File: src/rtl/ras_pkg.sv
package ras_pkg;

   typedef enum logic [1:0] {
      RAS_IDLE = 2'd0,
      RAS_PUSH = 2'd1,
      RAS_POP  = 2'd2,
      RAS_SWAP = 2'd3
   } ras_op_e;

   function automatic ras_op_e ras_decode(input logic push, input logic pop);
      ras_op_e op;
      unique case ({push, pop})
         2'b10:   op = RAS_PUSH;
         2'b01:   op = RAS_POP;
         2'b11:   op = RAS_SWAP;
         default: op = RAS_IDLE;
      endcase
      return op;
   endfunction

endpackage

File: src/rtl/ras_ptr.sv
module ras_ptr
   import ras_pkg::*;
#(
   parameter int DEPTH = 12,
   localparam int PTR_W = (DEPTH > 1) ? $clog2(DEPTH) : 1
) (
   input  logic             clk,
   input  logic             rst_n,
   input  logic             flush,
   input  ras_op_e          op,
   output logic [PTR_W-1:0] ptr_q,
   output logic [PTR_W-1:0] ptr_up
);

   localparam logic [PTR_W-1:0] LAST = PTR_W'(DEPTH - 1);
   localparam bit POW2 = ((DEPTH & (DEPTH - 1)) == 0);

   logic [PTR_W-1:0] ptr_dn;
   logic [PTR_W-1:0] ptr_d;

   generate
      if (POW2) begin : g_wrap_bin
         assign ptr_up = ptr_q + 1'b1;
         assign ptr_dn = ptr_q - 1'b1;
      end else begin : g_wrap_cmp
         assign ptr_up = (ptr_q == LAST) ? '0 : ptr_q + 1'b1;
         assign ptr_dn = (ptr_q == '0) ? LAST : ptr_q - 1'b1;
      end
   endgenerate

   always_comb begin
      ptr_d = ptr_q;
      if (flush) begin
         ptr_d = '0;
      end else begin
         unique case (op)
            RAS_PUSH: ptr_d = ptr_up;
            RAS_POP:  ptr_d = ptr_dn;
            default:  ptr_d = ptr_q;
         endcase
      end
   end

   always_ff @(posedge clk) begin
      if (!rst_n) ptr_q <= '0;
      else        ptr_q <= ptr_d;
   end

   // index stays inside the ring
   assert_ptr_range_R4: assert property (@(posedge clk) disable iff (!rst_n)
      ptr_q <= LAST);

   // pop at index 0 wraps to the last entry
   assert_ptr_wrap_R5: assert property (@(posedge clk) disable iff (!rst_n)
      (!flush && op == RAS_POP && ptr_q == '0) |=> ptr_q == LAST);

endmodule

File: src/rtl/ras_occ.sv
module ras_occ
   import ras_pkg::*;
#(
   parameter int DEPTH = 12,
   localparam int OCC_W = $clog2(DEPTH + 1)
) (
   input  logic    clk,
   input  logic    rst_n,
   input  logic    flush,
   input  ras_op_e op,
   output logic    any_o
);

   localparam logic [OCC_W-1:0] FULL = OCC_W'(DEPTH);

   logic [OCC_W-1:0] occ_q;
   logic [OCC_W-1:0] occ_d;

   always_comb begin
      occ_d = occ_q;
      if (flush) begin
         occ_d = '0;
      end else begin
         unique case (op)
            RAS_PUSH: if (occ_q != FULL) occ_d = occ_q + 1'b1;
            RAS_POP:  if (occ_q != '0)   occ_d = occ_q - 1'b1;
            default:  occ_d = occ_q;
         endcase
      end
   end

   always_ff @(posedge clk) begin
      if (!rst_n) occ_q <= '0;
      else        occ_q <= occ_d;
   end

   assign any_o = (occ_q != '0);

   assert_occ_bound_R4: assert property (@(posedge clk) disable iff (!rst_n)
      occ_q <= FULL);

   assert_occ_sat_full_R4: assert property (@(posedge clk) disable iff (!rst_n)
      (!flush && op == RAS_PUSH && occ_q == FULL) |=> occ_q == FULL);

   assert_occ_sat_empty_R5: assert property (@(posedge clk) disable iff (!rst_n)
      (!flush && op == RAS_POP && occ_q == '0) |=> occ_q == '0);

   assert_occ_swap_R6: assert property (@(posedge clk) disable iff (!rst_n)
      (!flush && op == RAS_SWAP) |=> $stable(occ_q));

endmodule

File: src/rtl/ras_ring.sv
module ras_ring #(
   parameter int DEPTH          = 12,
   parameter int ADDR_W         = 64,
   parameter bit CLEAR_ON_RESET = 1'b1,
   localparam int PTR_W = (DEPTH > 1) ? $clog2(DEPTH) : 1
) (
   input  logic              clk,
   input  logic              rst_n,
   input  logic              we,
   input  logic [PTR_W-1:0]  wr_idx,
   input  logic [ADDR_W-1:0] wr_data,
   input  logic [PTR_W-1:0]  rd_idx,
   output logic [ADDR_W-1:0] rd_data
);

   logic [ADDR_W-1:0] mem [DEPTH];

   generate
      if (CLEAR_ON_RESET) begin : g_clr
         always_ff @(posedge clk) begin
            if (!rst_n) begin
               for (int i = 0; i < DEPTH; i++) mem[i] <= '0;
            end else if (we) begin
               mem[wr_idx] <= wr_data;
            end
         end
      end else begin : g_noclr
         always_ff @(posedge clk) begin
            if (we) mem[wr_idx] <= wr_data;
         end
      end
   endgenerate

   assign rd_data = mem[rd_idx];

endmodule

File: src/rtl/ret_addr_stack.sv
module ret_addr_stack
   import ras_pkg::*;
#(
   parameter int DEPTH          = 12,
   parameter int ADDR_W         = 64,
   parameter int ALIGN_BITS     = 2,
   parameter bit CLEAR_ON_RESET = 1'b1
) (
   input  logic              clk,
   input  logic              rst_n,
   input  logic              flush_i,
   input  logic              push_i,
   input  logic [ADDR_W-1:0] push_addr_i,
   input  logic              pop_i,
   output logic [ADDR_W-1:0] tgt_o,
   output logic              valid_o
);

   localparam int PTR_W = (DEPTH > 1) ? $clog2(DEPTH) : 1;

   generate
      if (DEPTH < 2) begin : g_bad_depth
         $error("ret_addr_stack: DEPTH must be at least 2");
      end
      if (ALIGN_BITS < 1 || ALIGN_BITS >= ADDR_W) begin : g_bad_align
         $error("ret_addr_stack: ALIGN_BITS must lie in 1..ADDR_W-1");
      end
   endgenerate

   ras_op_e           op;
   logic [PTR_W-1:0]  top_idx;
   logic [PTR_W-1:0]  up_idx;
   logic [PTR_W-1:0]  wr_idx;
   logic              wr_en;
   logic [ADDR_W-1:0] wr_data;

   assign op      = ras_decode(push_i, pop_i);
   assign wr_en   = !flush_i && (op == RAS_PUSH || op == RAS_SWAP);
   assign wr_idx  = (op == RAS_SWAP) ? top_idx : up_idx;
   assign wr_data = {push_addr_i[ADDR_W-1:ALIGN_BITS], {ALIGN_BITS{1'b0}}};

   ras_ptr #(.DEPTH(DEPTH)) u_ptr (
      .clk    (clk),
      .rst_n  (rst_n),
      .flush  (flush_i),
      .op     (op),
      .ptr_q  (top_idx),
      .ptr_up (up_idx)
   );

   ras_occ #(.DEPTH(DEPTH)) u_occ (
      .clk   (clk),
      .rst_n (rst_n),
      .flush (flush_i),
      .op    (op),
      .any_o (valid_o)
   );

   ras_ring #(
      .DEPTH          (DEPTH),
      .ADDR_W         (ADDR_W),
      .CLEAR_ON_RESET (CLEAR_ON_RESET)
   ) u_ring (
      .clk     (clk),
      .rst_n   (rst_n),
      .we      (wr_en),
      .wr_idx  (wr_idx),
      .wr_data (wr_data),
      .rd_idx  (top_idx),
      .rd_data (tgt_o)
   );

   // low bits of any presented target are zero
   assert_tgt_aligned_R2: assert property (@(posedge clk) disable iff (!rst_n)
      tgt_o[ALIGN_BITS-1:0] == '0);

   assert_push_visible_R2: assert property (@(posedge clk) disable iff (!rst_n)
      (push_i && !pop_i && !flush_i) |=>
         (valid_o && tgt_o[ADDR_W-1:ALIGN_BITS] == $past(push_addr_i[ADDR_W-1:ALIGN_BITS])));

   assert_swap_top_R6: assert property (@(posedge clk) disable iff (!rst_n)
      (push_i && pop_i && !flush_i) |=>
         (tgt_o[ADDR_W-1:ALIGN_BITS] == $past(push_addr_i[ADDR_W-1:ALIGN_BITS]) && $stable(valid_o)));

   assert_flush_empty_R7: assert property (@(posedge clk) disable iff (!rst_n)
      flush_i |=> !valid_o);

   assert_idle_hold_R8: assert property (@(posedge clk) disable iff (!rst_n)
      (!push_i && !pop_i && !flush_i) |=> ($stable(tgt_o) && $stable(valid_o)));

endmodule

File: config.mk
export PLATFORM = sky130hd
export DESIGN_NAME = ret_addr_stack
export DESIGN_NICKNAME = d
export VERILOG_FILES = /design/src/rtl/ras_pkg.sv /design/src/rtl/ras_ptr.sv /design/src/rtl/ras_occ.sv /design/src/rtl/ras_ring.sv /design/src/rtl/ret_addr_stack.sv
export SDC_FILE = /design/constraint.sdc
export NUM_CORES = 1
export LEC_CHECK = 0
export BUFFER_PORTS_ARGS = -buffer_cell sky130_fd_sc_hd__buf_2
export CORE_MARGIN = 5
export CORE_UTILIZATION = 45
export CTS_CLUSTER_SIZE = 20
export DETAILED_ROUTE_END_ITERATION = 8
export PLACE_DENSITY = 0.61
export SYNTH_ARGS = -nofsm -noshare
export SYNTH_HDL_FRONTEND = slang
export SYNTH_HIERARCHICAL = 1
export SYNTH_SLANG_ARGS = --single-unit
export TNS_END_PERCENT = 50
File: constraint.sdc
create_clock -name clk -period 18.7 [get_ports clk]
set_input_delay 1.87 -clock clk [delete_from_list [all_inputs] [get_ports clk]]
set_output_delay 1.87 -clock clk [all_outputs]
set_load 0.01 [all_outputs]
==> flow_summary_export.csv, run 1 <==
group,metric,value,unit
timing,relSlewSlack,20.6,%
hold_path,holdPathStages,2,
synth,yosysWarnings,6,
synth,synth_adder_area_share,0.113,%
drt,dr.first_iter.drc_count,2044,
grt,grt.met3_usage,2.95,%
power,p_comb_share,6.5,%
die,start_util,45.3,%
timing,min_period_over_period,34.1,%
grt,grt_overflow,0,
power,irDropWorstVdd,0.0711,mV
synth,yosysMostFrequentCell,"edfxtp_1",
setup_path,worst_setup_path_end_kind,"output pin",
grt,grt_max_degree,151,
status,status,"finished, final reports clean",
grt,grt_pass1_wl,163,mm
synth,synth_edf_count,1024,
timing,tightest_slew,1190,ps
grt,grt_pass1_vias,24700,
synth,synth_cell_types,45,
layout,utilization,50.8,%
clock_network,post_cts_buffers,0,
synth,synth_commonest_cells,"1024 x edfxtp_1, 770 x and2_1, 256 x mux4_2",
clock_network,clk_path_buf_depth,3,
synth,synth_ff_type,"edfxtp_1",
grt,grt_busiest_layer,"met2",
clock_network,cts_root_buf,"clkbuf_16",
setup_path,critPathKind,"flip-flop to output pin",
power,p_leak,17.3,nW
timing,finalCriticalPeriod,6370,ps
clock_network,clock_latency,660,ps
flow_run,cap_violations,0,
placed_design,dp_slack,12430,ps
synth,synth_top_area_share,69.2,%
synth,synth_top_family_by_area,"multiplexers",
synth,synth-seq-cells,1032,
setup_path,critPathMaxFanout,45,
drt,wl,111,mm
timing,fmax,157,MHz
timing,fin_tns_setup,0,ps
setup_path,ff2ff_path_depth,9,
drt,drc,0,
clock_network,cts_buffers,110,
layout,layout-drive-gt1-share,23.2,%
synth,ys_top_cells_by_area,"edfxtp_1 69%, mux4_2 13%, and2_1 11%",
grt,grt_util_all_layers,21.2,%
clock_network,clock_sinks,1032,
timing,hold_viol_final,0,
die,die-height,324,um
setup_path,crit_required,16830,ps
timing,layout_setup_ws,12330,ps
layout,area_growth,12.2,%
placed_design,gp_congestion,0.733,
timing,setup_viol,0,
synth,ys_async_sr_fraction,0,%
clock_network,postCtsHoldBufs,0,
hold_path,min_path_type,"flip-flop to flip-flop",
drt,post_drt_wl_per_cell,27.4,um
timing,grt_setup_unrepaired,"no",
setup_path,cp-start-kind,"flip-flop",
die,placementRows,115,
placed_design,numPortBuffers,131,
grt,grt_util_met2,38.0,%
power,swShare,21.8,%
drt,vias,23200,
die,die_w,324,um
die,io-pin-count,134,
clock_network,cts.clk_slew.worst_paths,60,ps
synth,synthXorXnorAreaFrac,0.0591,%
synth,syn_area,0.0444,sq mm
synth,synth_cells,2593,
power,power.total,0.00501,W
synth,synthMuxAreaShare,13.2,%
power,p_seq_share,52.6,%
synth,synth-compound-area-share,2.57,%
die,core-area,0.0981,sq mm
power,powerDensity,101,mW/mm^2
clock_network,post_cts_resized,0,
drt,ant_nets,0,
synth,yosysTopAreaCell,"edfxtp_1",
grt,grtUsageMet1,27.4,%
clock_network,cts_tree,"built",
placed_design,dp_hpwl,56.8,mm
clock_network,h-tree-depth,3,
synth,seq_area_frac_synth,69.6,%
drt,vias_per_cell,5.71,
synth,synth-simple-area-share,12.2,%
power,internal_power,0.00392,W
drt,first_pass_iters,5,
layout,final_nets,2746,
power,p_clk_share,40.9,%
power,p_sw,0.00109,W
synth,syn_avg_cell_area,17.1,sq um
setup_path,crit_arrival,4500,ps
grt,antenna_found_initial,11,
die,dieArea,0.105,sq mm
timing,skew,16.2,ps
timing,maxSlewViolCount,0,
## kinds of logic (layout without fill, tap and decap cells)
| logic type | Yosys count | after routing |
|---|---|---|
| muxes | 263 | 263 |
| DFF | 1032 | 1032 |
| xor gates and xnor gates | 3 | 3 |
| adders and majority gates | 4 | 4 |
| and+or+nand+nor | 896 | 896 |
| AOI/OAI and AO/OA | 158 | 158 |
| buffers and inverters | 236 | 397 |
| other | 1 | 16 |
## through the flow
stage	hold slack [ps]	area, sq um	cells
after floorplan	513	44500	2606
after global placement	557	46400	3848
after detailed placement	559	46400	3848
after CTS	571	49800	4054
after global routing	618	49800	4055
final	569	49800	4056
## worst max-delay path, stage by stage, from the launching register on
cell and delay, ps:
dfxtp_4 820, buf_4 850, buf_4 790, mux4_2 610, a22oi_1 300, nand2_1 160
buf_2 170
## registers in the layout, indices dropped and copies added, names as in the netlist
signal       count
u_occ/occ_q      4
u_ptr/ptr_q      4
u_ring/mem    1024
## layout make-up
cell class	count	area, sq um
Timing Repair Buffer	184	1070
Clock inverter	79	533
Sequential cell	1032	30900
Inverter	7	26.3
Tap cell	1287	1610
Multi-Input combinational cell	1338	12800
Antenna cell	2	5.00
Fill cell	8051	48300
Clock buffer	127	2880
## path summary, 6_finish.rpt
| check | from | slack [ps] | end |
|---|---|---|---|
| hold reg to reg | u_occ/occ_q[0] | 570 | u_occ/occ_q[0] |
| hold / removal | u_occ/occ_q[0] | 570 | u_occ/occ_q[0] |
| setup reg to reg | u_ptr/ptr_q[1] | 13160 | u_ring/mem[0][25] |
| setup / recovery | u_ptr/ptr_q[0] | 12330 | tgt_o[11] |
## layout by cell type, fill, tap and decap left out, types with 31 or more instances in the layout
master / n
edfxtp_1: 1024
and2_1: 769
mux4_2: 256
buf_2: 131
a22oi_1: 129
clkbuf_16: 113
nand2_1: 68
buf_4: 52
clkinv_1: 36
clkinv_2: 31
## power groups by stage
stage / registers (W) / clock network (W) / logic, W
floorplan: 0.00268 / 0 / 0.000209
detailed placement: 0.00269 / 0 / 0.000330
global route: 0.00264 / 0.00219 / 0.000348
global placement: 0.00268 / 0 / 0.000327
finish: 0.00264 / 0.00205 / 0.000324
CTS: 0.00264 / 0.00210 / 0.000331
## metal layers
layer  vias to the layer above  share of wire, %
li1                       9987                 -
met3                       160               6.0
met1                     12300                39
met2                       762                53
met4                         0               2.2
met5                         -                 0
No activity file was read; power rests on OpenSTA's default activity.
==> inputs of run 2 (changes only) <==
Settings changed: ABC_AREA set to 1, PLACE_DENSITY 0.61 to 0.63.
Clock period 18.7 ns to 5.4 ns, I/O delays scaled along.
==> run 2 against run 1 <==
  * Hold slack got worse by 500 ps
  * Critical endpoint is now tgt_o[18]
  * Sequential power increased to 3.5 times the previous value
  * First-iteration DRC count grew 59%
  * Critical path type unchanged
  * Sequential cell count unchanged
  * Count of clock-buffer cells in the layout increased by 10
  * Setup slack got worse by 11000 ps
  * Design area rose by 7.0%
  * Sequential share of layout area decreased by 4.0 points
==> flow_summary_export.csv, run 2 <==
group,metric,value,unit
status,status,"finished, final reports clean",
die,core-area,0.107,sq mm
timing,relSlewSlack,11.4,%
clock_network,clk_path_buf_depth,3,
drt,vias_per_cell,5.20,
setup_path,cp-start-kind,"flip-flop",
drt,drc,0,
timing,finalCriticalPeriod,4450,ps
synth,seq_area_frac_synth,63.7,%
grt,grt_util_all_layers,22.6,%
clock_network,clock_latency,700,ps
layout,fill_cells,9712,
die,die_w,338,um
layout,finish.instance_area,0.0533,sq mm
setup_path,critPathKind,"flip-flop to output pin",
layout,mostFrequentLayoutCell,"nand2_1",
synth,synth_cell_types,29,
timing,grt_setup_unrepaired,"no",
layout,mostFrequentLayoutCells,"1373 x nand2_1, 1024 x edfxtp_1, 857 x inv_1, 783 x nand3_1, 781 x nor2_1",
synth,synthXorXnorAreaFrac,0.0542,%
synth,yosysMostFrequentCell,"nand2_1",
placed_design,dp_hpwl,67.9,mm
placed_design,numPortBuffers,131,
layout,area_growth,9.95,%
drt,ant_nets,0,
drt,wl,132,mm
synth,yosysWarnings,6,
layout,final_nets,5303,
setup_path,critPathBufInv,3,
timing,fin_tns_setup,0,ps
synth,syn_area,0.0485,sq mm
timing,skew,19.9,ps
layout,layout.area.seq,0.0309,sq mm
setup_path,crit_required,4860,ps
drt,post_drt_wl_per_cell,19.7,um
synth,synth_commonest_cells,"1397 x nand2_1, 1024 x edfxtp_1, 859 x inv_1",
grt,antenna_found_initial,7,
synth,synth-simple-area-share,25.3,%
setup_path,critPathMaxFanout,94,
layout,top_register,"u_ring/mem",
layout,reg_top3,"u_ring/mem: 1024 flops, u_occ/occ_q: 4 flops, u_ptr/ptr_q: 4 flops",
setup_path,cpMaxStageDelayCell,"buf_4",
synth,synthMuxAreaShare,0,%
grt,grt_util_met2,38.4,%
clock_network,clock_sinks,1032,
grt,grt_overflow,0,
setup_path,cpPeakStageDelay,890,ps
setup_path,crit_top_cell,"nand3_1",
timing,fmax,225,MHz
drt,dr.first_iter.drc_count,3248,
timing,tightest_slew,1330,ps
layout,largest_reg_flops,1024,
clock_network,cts_tree,"built",
placed_design,dp_slack,1270,ps
grt,grt.met3_usage,3.62,%
clock_network,cts_root_buf,"clkbuf_16",
setup_path,worst_setup_path_end_kind,"output pin",
die,start_util,45.3,%
timing,min_period_over_period,82.4,%
synth,yosysTopAreaCell,"edfxtp_1",
clock_network,cts_buffers,110,
layout,multi_input_area,0.0127,sq mm
clock_network,post_cts_buffers,0,
setup_path,path_delay_family,"buffers and inverters",
placed_design,gp_congestion,0.751,
die,die-height,338,um
hold_path,min_path_type,"input pin to flip-flop",
clock_network,cts.clk_slew.worst_paths,60,ps
power,powerDensity,337,mW/mm^2
drt,vias,34900,
timing,maxSlewViolCount,0,
layout,layout-drive-gt1-share,7.51,%
synth,synth-compound-area-share,0.186,%
clock_network,h-tree-depth,3,
placed_design,placed_area,0.0499,sq mm
clock_network,postCtsHoldBufs,0,
timing,setup_viol,0,
grt,grtUsageMet1,30.4,%
grt,grt_busiest_layer,"met2",
layout,utilization,49.8,%
die,dieArea,0.114,sq mm
power,irDropWorstVdd,0.234,mV
synth,synth_ff_type,"edfxtp_1",
grt,grt_pass1_vias,33700,
flow_run,cap_violations,0,
synth,synth_top_area_share,63.4,%
drt,first_pass_iters,6,
synth,synth_top_family_by_area,"simple AND/OR/NAND/NOR gates",
setup_path,crit_arrival,3910,ps
synth,ys_async_sr_fraction,0,%
grt,grt_pass1_wl,202,mm
die,io-pin-count,134,
power,p_leak,23.8,nW
synth,synth_adder_area_share,0.103,%
clock_network,post_cts_resized,0,
timing,hold_viol_final,0,
synth,synth-seq-cells,1032,
synth,synth_edf_count,1024,
synth,synth_cells,5273,
synth,syn_avg_cell_area,9.20,sq um
timing,layout_setup_ws,948,ps
die,placementRows,120,
grt,grt_max_degree,270,
synth,ys_top_cells_by_area,"edfxtp_1 63%, nand2_1 11%, nand3_1 8.1%",
setup_path,path_cells,"buf_4 -> buf_4 -> nand2_1 -> nand3_1 -> nand3_1 -> nand3_1 -> nand2_1 -> buf_2",
-- run 2: cell types whose count changed after synthesis, moves of 8 or more --
cell	previous run	this run
and2_1	770	0
a22oi_1	129	0
inv_1	6	859
nand2_1	68	1397
inv_2	1	12
mux4_2	256	0
clkbuf_1	175	135
buf_6	13	30
nor2_1	22	783
buf_4	6	26
nand2b_1	9	0
nand3_1	3	783
o21ai_0	14	6
buf_2	18	163
-- run 2: cell families (layout without fill, tap and decap cells) --
| family | count (synthesis) | in the layout |
|---|---|---|
| compound gates | 17 | 17 |
| xor+xnor | 3 | 3 |
| buf+inv | 1234 | 1268 |
| flops | 1032 | 1032 |
| fa+ha+maj | 4 | 4 |
| simple gates | 2982 | 2982 |
| other cells | 1 | 13 |
-- run 2: worst register-to-register path, stage by stage, from the launching register on --
cell,delay (ps)
dfxtp_4,750
ha_1,360
nand2_4,70
nand2_1,60
nand2_1,60
inv_2,60
nand2_1,50
nand2_1,110
inv_1,50
nor2_1,530
nand2_4,280
nand2_4,110
buf_4,620
buf_4,630
-- run 2: where the power goes --
part / leakage, nW / switching, W / total, W / internal (W)
clock network: 1.64 / 0.00307 / 0.00718 / 0.00411
logic: 11.9 / 0.00122 / 0.00165 / 0.000428
registers: 10.2 / 0.0000811 / 0.00913 / 0.00905
-- run 2: worst paths after layout --
path                                           end  slack [ps]  cells past startpoint       startpoint
worst max-delay path                     tgt_o[18]         950                      8   u_ptr/ptr_q[0]
worst min-delay path            u_ring/mem[14][63]          70                      1  push_addr_i[63]
worst max register to register   u_ring/mem[4][53]        1270                     13   u_ptr/ptr_q[1]
worst min register to register      u_occ/occ_q[0]         510                      1   u_occ/occ_q[0]
-- run 2: routing by layer --
layer	wire length (um)	share of wire, %	vias up
met4	3490	2.6	2
li1	-	-	16500
met2	63800	48	1211
met3	9280	7.0	234
met5	12	0.0091	-
met1	55700	42	17000
-- run 2: area by class of cell --
type                            instances  share of cell area, %
Sequential cell                      1032                   58.0
Multi-Input combinational cell       3016                   23.8
Inverter                              872                   6.20
Clock buffer                          137                   5.51
Tap cell                             1403                   3.29
Timing Repair Buffer                  198                   2.38
Clock inverter                         61                  0.835
Antenna cell                            3                 0.0141
-- run 2: metrics by stage --
stage	power, W	instances	hold WS (ps)
2_1_floorplan	0.0103	5282	462
3_3_place_gp	0.0109	6521	489
3_5_place_dp	0.0110	6521	493
4_1_cts	0.0181	6719	24.0
5_1_grt	0.0186	6719	49.9
6_report	0.0180	6722	67.3
